### src/rtl/flow_hash_pkg.sv
package flow_hash_pkg;
  typedef enum logic [2:0] {
    KIND_V4_NAPT   = 3'd0,
    KIND_V4_ROUTE  = 3'd1,
    KIND_V4_TUNNEL = 3'd2,
    KIND_V6_3T     = 3'd3,
    KIND_V6_5T     = 3'd4,
    KIND_V6_TUNNEL = 3'd5,
    KIND_RSVD6     = 3'd6,
    KIND_RSVD7     = 3'd7
  } pkt_kind_e;

  typedef struct packed {
    logic [31:0] a;
    logic [31:0] b;
    logic [31:0] c;
  } hash_ops_t;

  localparam int WORD_W = 32;
  localparam int V6_WORDS = 4;
endpackage

### src/rtl/flow_hash_opsel.sv
module flow_hash_opsel
  import flow_hash_pkg::*;
(
  input  logic [2:0]                 kind,
  input  logic [WORD_W-1:0]          v4_ports,
  input  logic [WORD_W-1:0]          v4_dst,
  input  logic [WORD_W-1:0]          v4_src,
  input  logic [V6_WORDS*WORD_W-1:0] v6_src,
  input  logic [V6_WORDS*WORD_W-1:0] v6_dst,
  input  logic [WORD_W-1:0]          v6_ports,
  output hash_ops_t                  ops,
  output logic                       unsup
);
  logic [WORD_W-1:0] s [V6_WORDS];
  logic [WORD_W-1:0] d [V6_WORDS];

  for (genvar k = 0; k < V6_WORDS; k++) begin : g_split
    assign s[k] = v6_src[k*WORD_W +: WORD_W];
    assign d[k] = v6_dst[k*WORD_W +: WORD_W];
  end

  always_comb begin
    ops   = '0;
    unsup = 1'b0;
    case (pkt_kind_e'(kind))
      KIND_V4_NAPT, KIND_V4_ROUTE: begin
        ops.a = v4_ports;
        ops.b = v4_dst;
        ops.c = v4_src;
      end
      KIND_V6_3T, KIND_V6_5T: begin
        ops.a = s[3] ^ d[3] ^ v6_ports;
        ops.b = s[2] ^ d[2] ^ d[0];
        ops.c = s[1] ^ d[1] ^ s[0];
      end
      default: unsup = 1'b1;
    endcase
  end
endmodule

### src/rtl/flow_hash_mix.sv
module flow_hash_mix
  import flow_hash_pkg::*;
#(
  parameter int NUM_ENTRIES = 16384,
  localparam int IDX_W = $clog2(NUM_ENTRIES)
) (
  input  hash_ops_t        ops,
  input  logic             unsup,
  output logic [IDX_W-1:0] idx
);
  localparam logic [WORD_W-1:0] MASK32 = WORD_W'(NUM_ENTRIES - 1);

  logic [WORD_W-1:0] sel, rot, mixed, folded;

  always_comb begin
    sel    = (ops.a & ops.b) | (~ops.a & ops.c);
    rot    = {sel[23:0], sel[31:24]};
    mixed  = rot ^ ops.a ^ ops.b ^ ops.c;
    folded = mixed ^ (mixed >> 16);
    if (unsup) idx = IDX_W'(MASK32);
    else       idx = IDX_W'(folded & MASK32);
  end
endmodule

### src/rtl/flow_hash_stage.sv
module flow_hash_stage #(
  parameter int W = 15
) (
  input  logic         clk,
  input  logic         rst_n,
  input  logic         in_valid,
  output logic         in_ready,
  input  logic [W-1:0] in_data,
  output logic         out_valid,
  input  logic         out_ready,
  output logic [W-1:0] out_data
);
  assign in_ready = !out_valid || out_ready;

  always_ff @(posedge clk) begin
    if (!rst_n) begin
      out_valid <= 1'b0;
      out_data  <= '0;
    end else if (in_ready) begin
      out_valid <= in_valid;
      if (in_valid) out_data <= in_data;
    end
  end

  AST_HOLD_STABLE: assert property (@(posedge clk) disable iff (!rst_n)
    out_valid && !out_ready |=> out_valid && $stable(out_data));
  AST_ACCEPT_SHOWS: assert property (@(posedge clk) disable iff (!rst_n)
    in_valid && in_ready |=> out_valid && out_data == $past(in_data));
  AST_DRAIN_EMPTY: assert property (@(posedge clk) disable iff (!rst_n)
    out_valid && out_ready && !in_valid |=> !out_valid);
endmodule

### src/rtl/flow_tuple_hash.sv
module flow_tuple_hash
  import flow_hash_pkg::*;
#(
  parameter int NUM_ENTRIES = 16384,
  localparam int IDX_W = $clog2(NUM_ENTRIES)
) (
  input  logic             clk,
  input  logic             rst_n,
  input  logic             in_valid,
  output logic             in_ready,
  input  logic [2:0]       in_kind,
  input  logic [31:0]      v4_ports,
  input  logic [31:0]      v4_dst,
  input  logic [31:0]      v4_src,
  input  logic [127:0]     v6_src,
  input  logic [127:0]     v6_dst,
  input  logic [31:0]      v6_ports,
  output logic             out_valid,
  input  logic             out_ready,
  output logic [IDX_W-1:0] out_index,
  output logic             out_unsup
);
  hash_ops_t        ops;
  logic             unsup;
  logic [IDX_W-1:0] idx;

  flow_hash_opsel u_opsel (
    .kind(in_kind), .v4_ports(v4_ports), .v4_dst(v4_dst), .v4_src(v4_src),
    .v6_src(v6_src), .v6_dst(v6_dst), .v6_ports(v6_ports),
    .ops(ops), .unsup(unsup)
  );

  flow_hash_mix #(.NUM_ENTRIES(NUM_ENTRIES)) u_mix (
    .ops(ops), .unsup(unsup), .idx(idx)
  );

  flow_hash_stage #(.W(IDX_W + 1)) u_stage (
    .clk(clk), .rst_n(rst_n),
    .in_valid(in_valid), .in_ready(in_ready), .in_data({unsup, idx}),
    .out_valid(out_valid), .out_ready(out_ready), .out_data({out_unsup, out_index})
  );

  AST_UNSUP_ALL_ONES: assert property (@(posedge clk) disable iff (!rst_n)
    out_valid && out_unsup |-> out_index == IDX_W'(NUM_ENTRIES - 1));
  AST_STALL_BLOCKS: assert property (@(posedge clk) disable iff (!rst_n)
    out_valid && !out_ready |-> !in_ready);
endmodule

### config.mk
export PLATFORM = sky130hd
export DESIGN_NAME = flow_tuple_hash
export DESIGN_NICKNAME = d
export VERILOG_FILES = /design/src/rtl/flow_hash_pkg.sv /design/src/rtl/flow_hash_opsel.sv /design/src/rtl/flow_hash_mix.sv /design/src/rtl/flow_hash_stage.sv /design/src/rtl/flow_tuple_hash.sv
export SDC_FILE = /design/constraint.sdc
export NUM_CORES = 1
export LEC_CHECK = 0
export BUFFER_PORTS_ARGS = -buffer_cell sky130_fd_sc_hd__buf_2
export CAP_MARGIN = 30
export CORE_AREA = 2 2 159 161
export CTS_CLUSTER_DIAMETER = 80
export DETAILED_ROUTE_END_ITERATION = 16
export DIE_AREA = 0 0 161 163
export PLACE_DENSITY_LB_ADDON = 0.05
export SLEW_MARGIN = 20
export SYNTH_ARGS = -nofsm -noshare
export SYNTH_HDL_FRONTEND = slang
export SYNTH_SLANG_ARGS = --single-unit
export TNS_END_PERCENT = 50
### constraint.sdc
create_clock -name clk -period 4.79 [get_ports clk]
set_clock_uncertainty 0.05 [all_clocks]
set_input_delay 0.2395 -clock clk [delete_from_list [all_inputs] [get_ports clk]]
set_output_delay 0.2395 -clock clk [all_outputs]
set_load 0.01 [all_outputs]
Word level (Yosys, flattened, before mapping)

Cells that the tools add are included.
Widths: inputs -> output; s select.

Flip-flop bits (word level): 16
Latch bits: 0
RAM bits: 0
ROM bits: 0
Input port bits: 391
Logic and storage cells: 29
Memories: 0

Add/sub/neg operators: 0
Multiply operators: 0
Div/mod/pow operators: 0
Magnitude comparators: 0
Eq/ne operators: 3
Shifts and indexed selects: 0
Multiplexer cells: 3
Bitwise gates (word level): 14
Reduce and logical (&&, ||, !) cells: 7

Operators with widths:

| operator           | count |
|---|---|
| $pmux 96 s2        | 1 |
| $xor 32x32->32     | 6 |
| $xor 30x30->30     | 3 |
| $and 32x32->32     | 2 |
| $not 32->32        | 1 |
| $or 32x32->32      | 1 |
| $mux 14            | 1 |
| $xor 14x14->14     | 1 |
| $reduce_or 2->1    | 2 |
| $reduce_or 4->1    | 1 |
| $eq 3x1->1 const B | 1 |
| $eq 3x2->1 const B | 1 |
| $eq 3x3->1 const B | 1 |
| $logic_not 3->1    | 1 |
| $reduce_and 2->1   | 1 |
| $logic_not 1->1    | 1 |
| $logic_or 1x1->1   | 1 |
| $mux 1             | 1 |

Longest topological paths before layout

Gate-level depths: netlist of the first run.

Depth in word-level cells: 11
Gate-level depth with buffers: 11

By module

Synthesis of the first run repeated with hierarchy kept, for this count alone.

Cells, all modules: 510
Area, all modules: 4,631.9 um2

Modules (own cells, without submodules):

| module          | times used | cells an instance | area each (um2) |
|---|---|---|---|
| flow_hash_opsel | 1          | 313               | 2,672.6 |
| flow_hash_mix   | 1          | 127               | 1,300.0 |
| flow_hash_stage | 1          | 70                | 659.4 |

Worst setup path after synthesis of the first run

No wires, ideal clock.

Path kind: input -> register
From: input in_kind[1]
To: register u_stage.out_data[9]
Library setup time: 0.070 ns
Arrival time: 2.123 ns
Required time: 4.670 ns
Slack: 2.547 ns
Cell stages on the path: 10
Buffers on the path: 3
Cells stage by stage: buf_6 > or3b_1 > buf_6 > buf_12 > a21oi_2 > o22ai_1 > o221ai_1 > xnor2_1 > xnor3_1 > a21oi_1

Cells in the longest elaborated chain, start to end: 11

RTL lines:

| what                                     | RTL line              | RTL |
|---|---|---|
| from (decl)                              | flow_tuple_hash.sv:11 | `input logic [2:0] in_kind,` |
| $eq 3x2->1, or another cell as far along | flow_hash_opsel.sv:25 | `case (pkt_kind_e'(kind))` |
| $reduce_or 2->1                          | -                     |  |
| $pmux 96 s2                              | flow_hash_opsel.sv:25 |  |
| $not 32->32                              | flow_hash_mix.sv:16   | `sel = (ops.a & ops.b) \| (~ops.a & ops.c);` |
| $and 32x32->32                           | flow_hash_mix.sv:16   |  |
| $or 32x32->32                            | flow_hash_mix.sv:16   |  |
| $xor 30x30->30 (3 in a row)              | flow_hash_mix.sv:18   | `mixed = rot ^ ops.a ^ ops.b ^ ops.c;` |
| $xor 14x14->14                           | flow_hash_mix.sv:19   | `folded = mixed ^ (mixed >> 16);` |
| $mux 14 *                                | flow_hash_mix.sv:20   | `if (unsup) idx = IDX_W'(MASK32);` |
| to (signal assigned)                     | flow_hash_stage.sv:21 | `if (in_valid) out_data <= in_data;` |
| to (decl)                                | flow_hash_stage.sv:11 | `output logic [W-1:0] out_data` |

Mark *: on every way between the ends. The rest lies on a longest branch, timed or not.
A chain may end at the register's enable or synchronous reset.

Worst setup path in the final report of the first run

From: input in_kind[1]
To: register u_stage.out_data[7]

Same word-level chain as after synthesis.

==> metrics.txt, run 1 <==
Die Height roughly 160 um; Initial Util between 20% and 30%; Worst Setup Start Kind input port; Die Width around 160 um; Total Power around 1.5 mW; fin area between 0.008 and 0.009 mm2; outcome finished, final reports clean; Ant. Diodes 0; Worst Hold Depth 3; R2R Path End u_stage.out_data[12]$_SDFFE_PN0P_; Cell Chain, Critical Path buf_2 -> or3b_4 -> nand2_4 -> o2111ai_1 -> a21boi_2 -> xor2_1 -> xnor3_1 -> a21oi_1; # resized after CTS 0; Worst path slowest cell nand2_4; GRT Resource Usage Total between 10% and 20%; Mapped Area ~0.0064 mm2; Data required, critical path a little under 5 ns; fmax approximately 0.36 GHz; Area Growth Syn to Fin 36.8%; Post-CTS Setup Bufs 0; Total Routed Length roughly 25000 um; measured slew at the worst slew-check pin approximately 0.85 ns; total clock sinks 16; Yosys cell types 62; total clock buffers created by CTS 3; multi-input logic area between 0.005 and 0.006 mm2; WHS about 0.19 ns; static leakage 4.25 nW; vias in the first global route 6668; Worst EP arrival a little under 3 ns; io pins 408; Slew headroom around 43%; Crit Path Class input port to flip-flop; Vias/cell about 4.8; worst setup path start in_kind[1]; critical path's top delay family simple AND/OR/NAND/NOR gates; Max FO, Critical Path 64; worst vdd ir ~0.00015 V; period utilization 58.3%; R2R Path Start u_stage.out_valid$_SDFFE_PN0N_; Port Buffers around 410; DR iter-0 viols roughly 250; placed cells between 1000 and 1500; worst r2r path cells 3; RePlAce Congestion 0.783; Mapped Nets between 1000 and 1500; Slew Viols, Final 0; vias post-DR between 6000 and 7000; EDFF count, synth 0; Power Dens Cells about 170 mW/mm2; FP Rows 58; first-pass GRT wire length approximately 36000 um; setup TNS 0 ns; layout cell share with drive strength beyond 1 roughly two fifths; DP Area between 0.008 and 0.009 mm2; Bufs and invs on worst path 1; yosys warns 0; H-tree depth 1; Max Cap Viol 0; Avg Inst Size Synth between 8 and 9 um2; nature of the critical path endpoint flip-flop; DRC viols 0; RSZ-0062 raised after global routing false; register area share after synthesis under 10%; Crit. path cell count 8; Hold Violations, Final 0; Die Footprint approximately 0.026 mm2; root buffer cell clkbuf_16; post-synthesis async set-or-reset flop share 0%; fin cells around 1400; CTS tree done; GRT Residual Overflow 0; FF-to-FF setup slack between 3 and 4 ns; drt pass-1 iters 4; drt wl/cell approximately 17 um; final-report setup violation count 0; Primary FF master, synth dfxtp_1; ANT nets after route 0; fin crit period between 2 and 3 ns; Fillers approximately 2700; initial antenna violation count 0; FF+latch count, synth 16; min-delay worst type input port to flip-flop; crit-path max cell delay roughly 0.64 ns; CORE AREA roughly 0.025 mm2; dpl hpwl between 20000 and 25000 um; worst-skew pair later-pin latency between 0.2 and 0.3 ns; Gate Count Post-Synth ~730; largest net degree at the start of global routing 82; Post-Place Setup Slack around 1.7 ns; post-layout util 35.5%; worst setup margin 2.00 ns; clock buffer depth 2; crit path to u_stage.out_data[7]$_SDFFE_PN0P_; CTS Hold Buffers Added 0; # nets final roughly 1500; Register Area ~320 um2; Worst-path clk slew about 0.060 ns
==> cell usage in the layout (no fill, tap or decap), types with 3 or more instances in the layout <==
cell type	count
buf_2	407
xnor2_1	112
a21oi_1	78
xnor3_1	54
o21ai_0	54
nand2b_1	45
nand2_1	36
xor2_1	30
nor2_1	26
a22oi_1	23
o22ai_1	20
xor3_1	19
mux2i_1	17
a21boi_0	17
nand3_1	17
dfxtp_1	16
o2111ai_1	13
a21oi_2	11
a31oi_1	11
a21boi_2	7
inv_1	7
a21boi_1	7
nor2b_1	5
a32oi_1	5
nor3b_1	5
buf_4	4
and3_1	3
or2_2	3
a21oi_4	3
a32o_1	3
o211ai_1	3
a221oi_1	3
mux2_2	3
o2bb2ai_1	3
clkbuf_16	3
==> worst min-delay path by stage <==
| stage | start | endpoint | slack [ns] |
|---|---|---|---|
| floorplan | rst_n | u_stage.out_data[3]$_SDFFE_PN0P_ | 0.33 |
| global placement | u_stage.out_data[14]$_SDFFE_PN0P_ | u_stage.out_data[14]$_SDFFE_PN0P_ | 0.45 |
| detailed placement | in_valid | u_stage.out_valid$_SDFFE_PN0N_ | 0.46 |
| CTS | in_valid | u_stage.out_valid$_SDFFE_PN0N_ | 0.18 |
| global route | in_valid | u_stage.out_valid$_SDFFE_PN0N_ | 0.20 |
| finish | in_valid | u_stage.out_valid$_SDFFE_PN0N_ | 0.19 |
==> final cells by class <==
cell class	count	area share, %
tap	330	4.72
clock buffer	4	1.01
inverter	7	0.300
multi-input combinational	668	66.5
timing repair buffer	412	23.8
sequential	16	3.66
==> per-layer routing <==
metal | vias up | share of wire [%] | global-route usage [%]
met5 | - | 0 | 0
met4 | 0 | 1.0 | 2.44
met3 | 14 | 6.6 | 3.46
met2 | 254 | 49 | 32.1
met1 | 3116 | 43 | 22.6
li1 | 3459 | - | -
==> power breakdown <==
part           leakage, nW  switching [mW]  internal (mW)
Sequential           0.133          0.0169          0.151
Clock               0.0442          0.0697          0.128
Combinational         4.08           0.509          0.634
==> synth_stat cells, drive strengths merged (5+ instances only) <==
cell,count,area [um2]
dfxtp,16,320
nor2b,5,31.3
xor3,19,452
xnor3,54,1220
nor2,28,108
a31oi,11,68.8
o21ai,54,270
nand3,17,85.1
o2111ai,13,114
mux2i,17,170
a32oi,5,43.8
nor3b,6,50.1
inv,7,26.3
nand2b,45,282
a22oi,23,173
a21boi,31,259
xor2,30,263
nand2,37,146
xnor2,112,981
a21oi,92,536
buf,30,218
o22ai,20,125
clkbuf,11,41.3
==> tightest hold or removal path: cells and delay by family <==
family / cells / cell delay (ns)
buffers and inverters: 2 / 0.15
AO/OA/AOI/OAI: 1 / 0.06
==> state kept, by name, summed over array words and instances (netlist names) <==
signal,cells
u_stage.out_data,15
u_stage.out_valid,1
==> logic make-up after synthesis <==
kind of cell | share of synthesized area [%]
AO/OA/AOI/OAI | 29.4
XOR/XNOR | 45.5
AND/OR/NAND/NOR | 12.4
buffers and inverters | 4.46
multiplexers | 3.19
flip-flops | 5.00
(Power assumes the default switching activity.)
==> inputs of run 2 (changes only) <==
clock period = 2.65 ns   (was 4.79 ns; I/O delays follow)
==> run 2 against run 1 <==
Against the previous run: die area is the same; sequential share of layout area shrank 0.082 points; global-route usage is essentially flat; non-clock buffer count grew 15; clock power grew 75%; core utilization grew 0.81 points; sequential power grew 81%; critical path depth grew 1; via count grew 0.23%; register-to-register slack lost 2.1 ns; wire length shrank 0.36%; critical endpoint is now u_stage.out_data[9]$_SDFFE_PN0P_; highest routed layer unchanged.
==> metrics.txt, run 2 (same netlist as run 1, synthesis figures left out) <==
fin area 0.00895 mm2 (+2.3%); Total Routed Length 24600 um (-0.36%); final-report setup violation count 0 (unchanged); period utilization 82.4%; Vias/cell 4.72 (-0.80%); Data required, critical path 2.78 ns (-2.15 ns); Slew headroom 51.2% (+7.9 points); GRT Resource Usage Total 17.8% (about the same); worst-skew pair later-pin latency 0.25 ns (about the same); Die Footprint 0.0262 mm2 (unchanged); setup TNS 0 ns (unchanged); Die Height 163 um (unchanged); Initial Util 25.9% (unchanged); layout cell share with drive strength beyond 1 41.4% (+0.79 points); root buffer cell clkbuf_16; Max FO, Critical Path 21 (-67%); measured slew at the worst slew-check pin 0.733 ns (-0.118 ns); drt wl/cell 17.0 um (-1.4%); static leakage 4.36 nW (+2.4%); met3 Use GR 2.67% (-0.79 points); CORE AREA 0.0247 mm2 (unchanged); Max Cap Viol 0 (unchanged); vias post-DR 6859 (+0.23%); # resized after CTS 0 (unchanged); R2R Path Start u_stage.out_valid$_SDFFE_PN0N_; FP Rows 58 (unchanged); FF-to-FF setup slack 1.21 ns (-2.05 ns); post-layout util 36.3% (+0.81 points); Power Dens Cells 308 mW/mm2 (+79%); fmax about 0.46 GHz; Post-CTS Setup Bufs 0 (unchanged); vias in the first global route 6810 (+2.1%); worst vdd ir 0.000216 V (+47%); Worst EP arrival 2.32 ns (-0.61 ns); nature of the critical path endpoint flip-flop; clock buffer depth 2 (unchanged); # nets final 1514 (+1.0%); first-pass GRT wire length 37000 um (+1.7%); total clock sinks 16 (unchanged); Die Width 161 um (unchanged); RePlAce Congestion 0.741 (-5.4%); largest registers u_stage.out_data: 15 flops, u_stage.out_valid: 1 flops; largest net degree at the start of global routing 43 (-48%); Worst-path clk slew 0.06 ns (about the same); crit path to u_stage.out_data[9]$_SDFFE_PN0P_; total clock buffers created by CTS 3 (unchanged); max FFs per register 15 (unchanged); DR iter-0 viols 311 (+24%); Hold Violations, Final 0 (unchanged); Area Growth Syn to Fin 39.9%; WHS 0.0856 ns (-0.103 ns); global route hottest layer met2; worst setup path start in_kind[0]; DRC viols 0 (unchanged); initial antenna violation count 1 (+1); min-delay worst type input port to flip-flop; dpl hpwl 20900 um (+1.2%); worst r2r path cells 3 (unchanged); fin cells 1452 (+1.0%); GR met2 Demand/Resource 32.5% (+0.41 points); fin crit period 2.18 ns; CTS tree done; RSZ-0062 raised after global routing false; placed cells 1448 (+1.0%); R2R Path End u_stage.out_data[7]$_SDFFE_PN0P_; drt pass-1 iters 5 (+1); DP Area 0.00886 mm2 (+2.3%); most frequent cells in the layout buf_2, xnor2_1, a21oi_1, xnor3_1, o21ai_0; commonest non-fill, non-tap cell in the layout buf_2; met1 usage 23.3% (+0.67 points); Ant. Diodes 0 (unchanged); Slew Viols, Final 0 (unchanged); CTS Hold Buffers Added 0 (unchanged); outcome finished, final reports clean; Top reg by flops u_stage.out_data; Port Buffers 407 (unchanged); GRT Residual Overflow 0 (unchanged); io pins 408 (unchanged); Worst Setup Start Kind input port; ANT nets after route 0 (unchanged); H-tree depth 1 (unchanged); Crit Path Class input port to flip-flop
[run 2: final cells by class]
type,count,area (um2)
fill,2679,15700
multi-input combinational,668,5820
timing repair buffer,427,2290
tap,330,413
sequential,16,320
clock buffer,4,88.8
inverter,7,26.3
[run 2: how the worst min path moves through the flow]
stage	from	end	slack, ns	cells after the start
after floorplan	rst_n	u_stage.out_data[3]$_SDFFE_PN0P_	0.22	2
after CTS	in_valid	u_stage.out_valid$_SDFFE_PN0N_	0.08	3
after global placement	in_valid	u_stage.out_valid$_SDFFE_PN0N_	0.35	3
after global routing	in_valid	u_stage.out_valid$_SDFFE_PN0N_	0.11	3
final	in_valid	u_stage.out_valid$_SDFFE_PN0N_	0.09	3
after detailed placement	in_valid	u_stage.out_valid$_SDFFE_PN0N_	0.36	3
[run 2: report_power, final]
part / internal, mW / total, mW / switching, mW
logic: 1.18 / 2.11 / 0.925
clock network: 0.230 / 0.344 / 0.114
registers: 0.273 / 0.304 / 0.0308
[run 2: routing by layer]
metal,wire length (um),vias to the layer above
li1,-,3487
met2,12100,238
met5,0,-
met4,77,0
met1,10900,3130
met3,1580,4
[run 2: worst max-delay path, cell delays in order]
cell      delay, ns
buf_2          0.15
or3b_4         0.43
buf_4          0.26
a21oi_2        0.25
o22ai_1        0.12
o221ai_1       0.21
xnor2_1        0.19
xnor3_1        0.43
a21oi_1        0.13
[run 2: metrics by stage]
step	setup WS [ns]	total power, mW
after global routing	0.294	2.99
after CTS	0.456	2.80
after detailed placement	0.193	2.44
after floorplan	0.514	1.72
after global placement	0.205	2.45
final	0.466	2.76
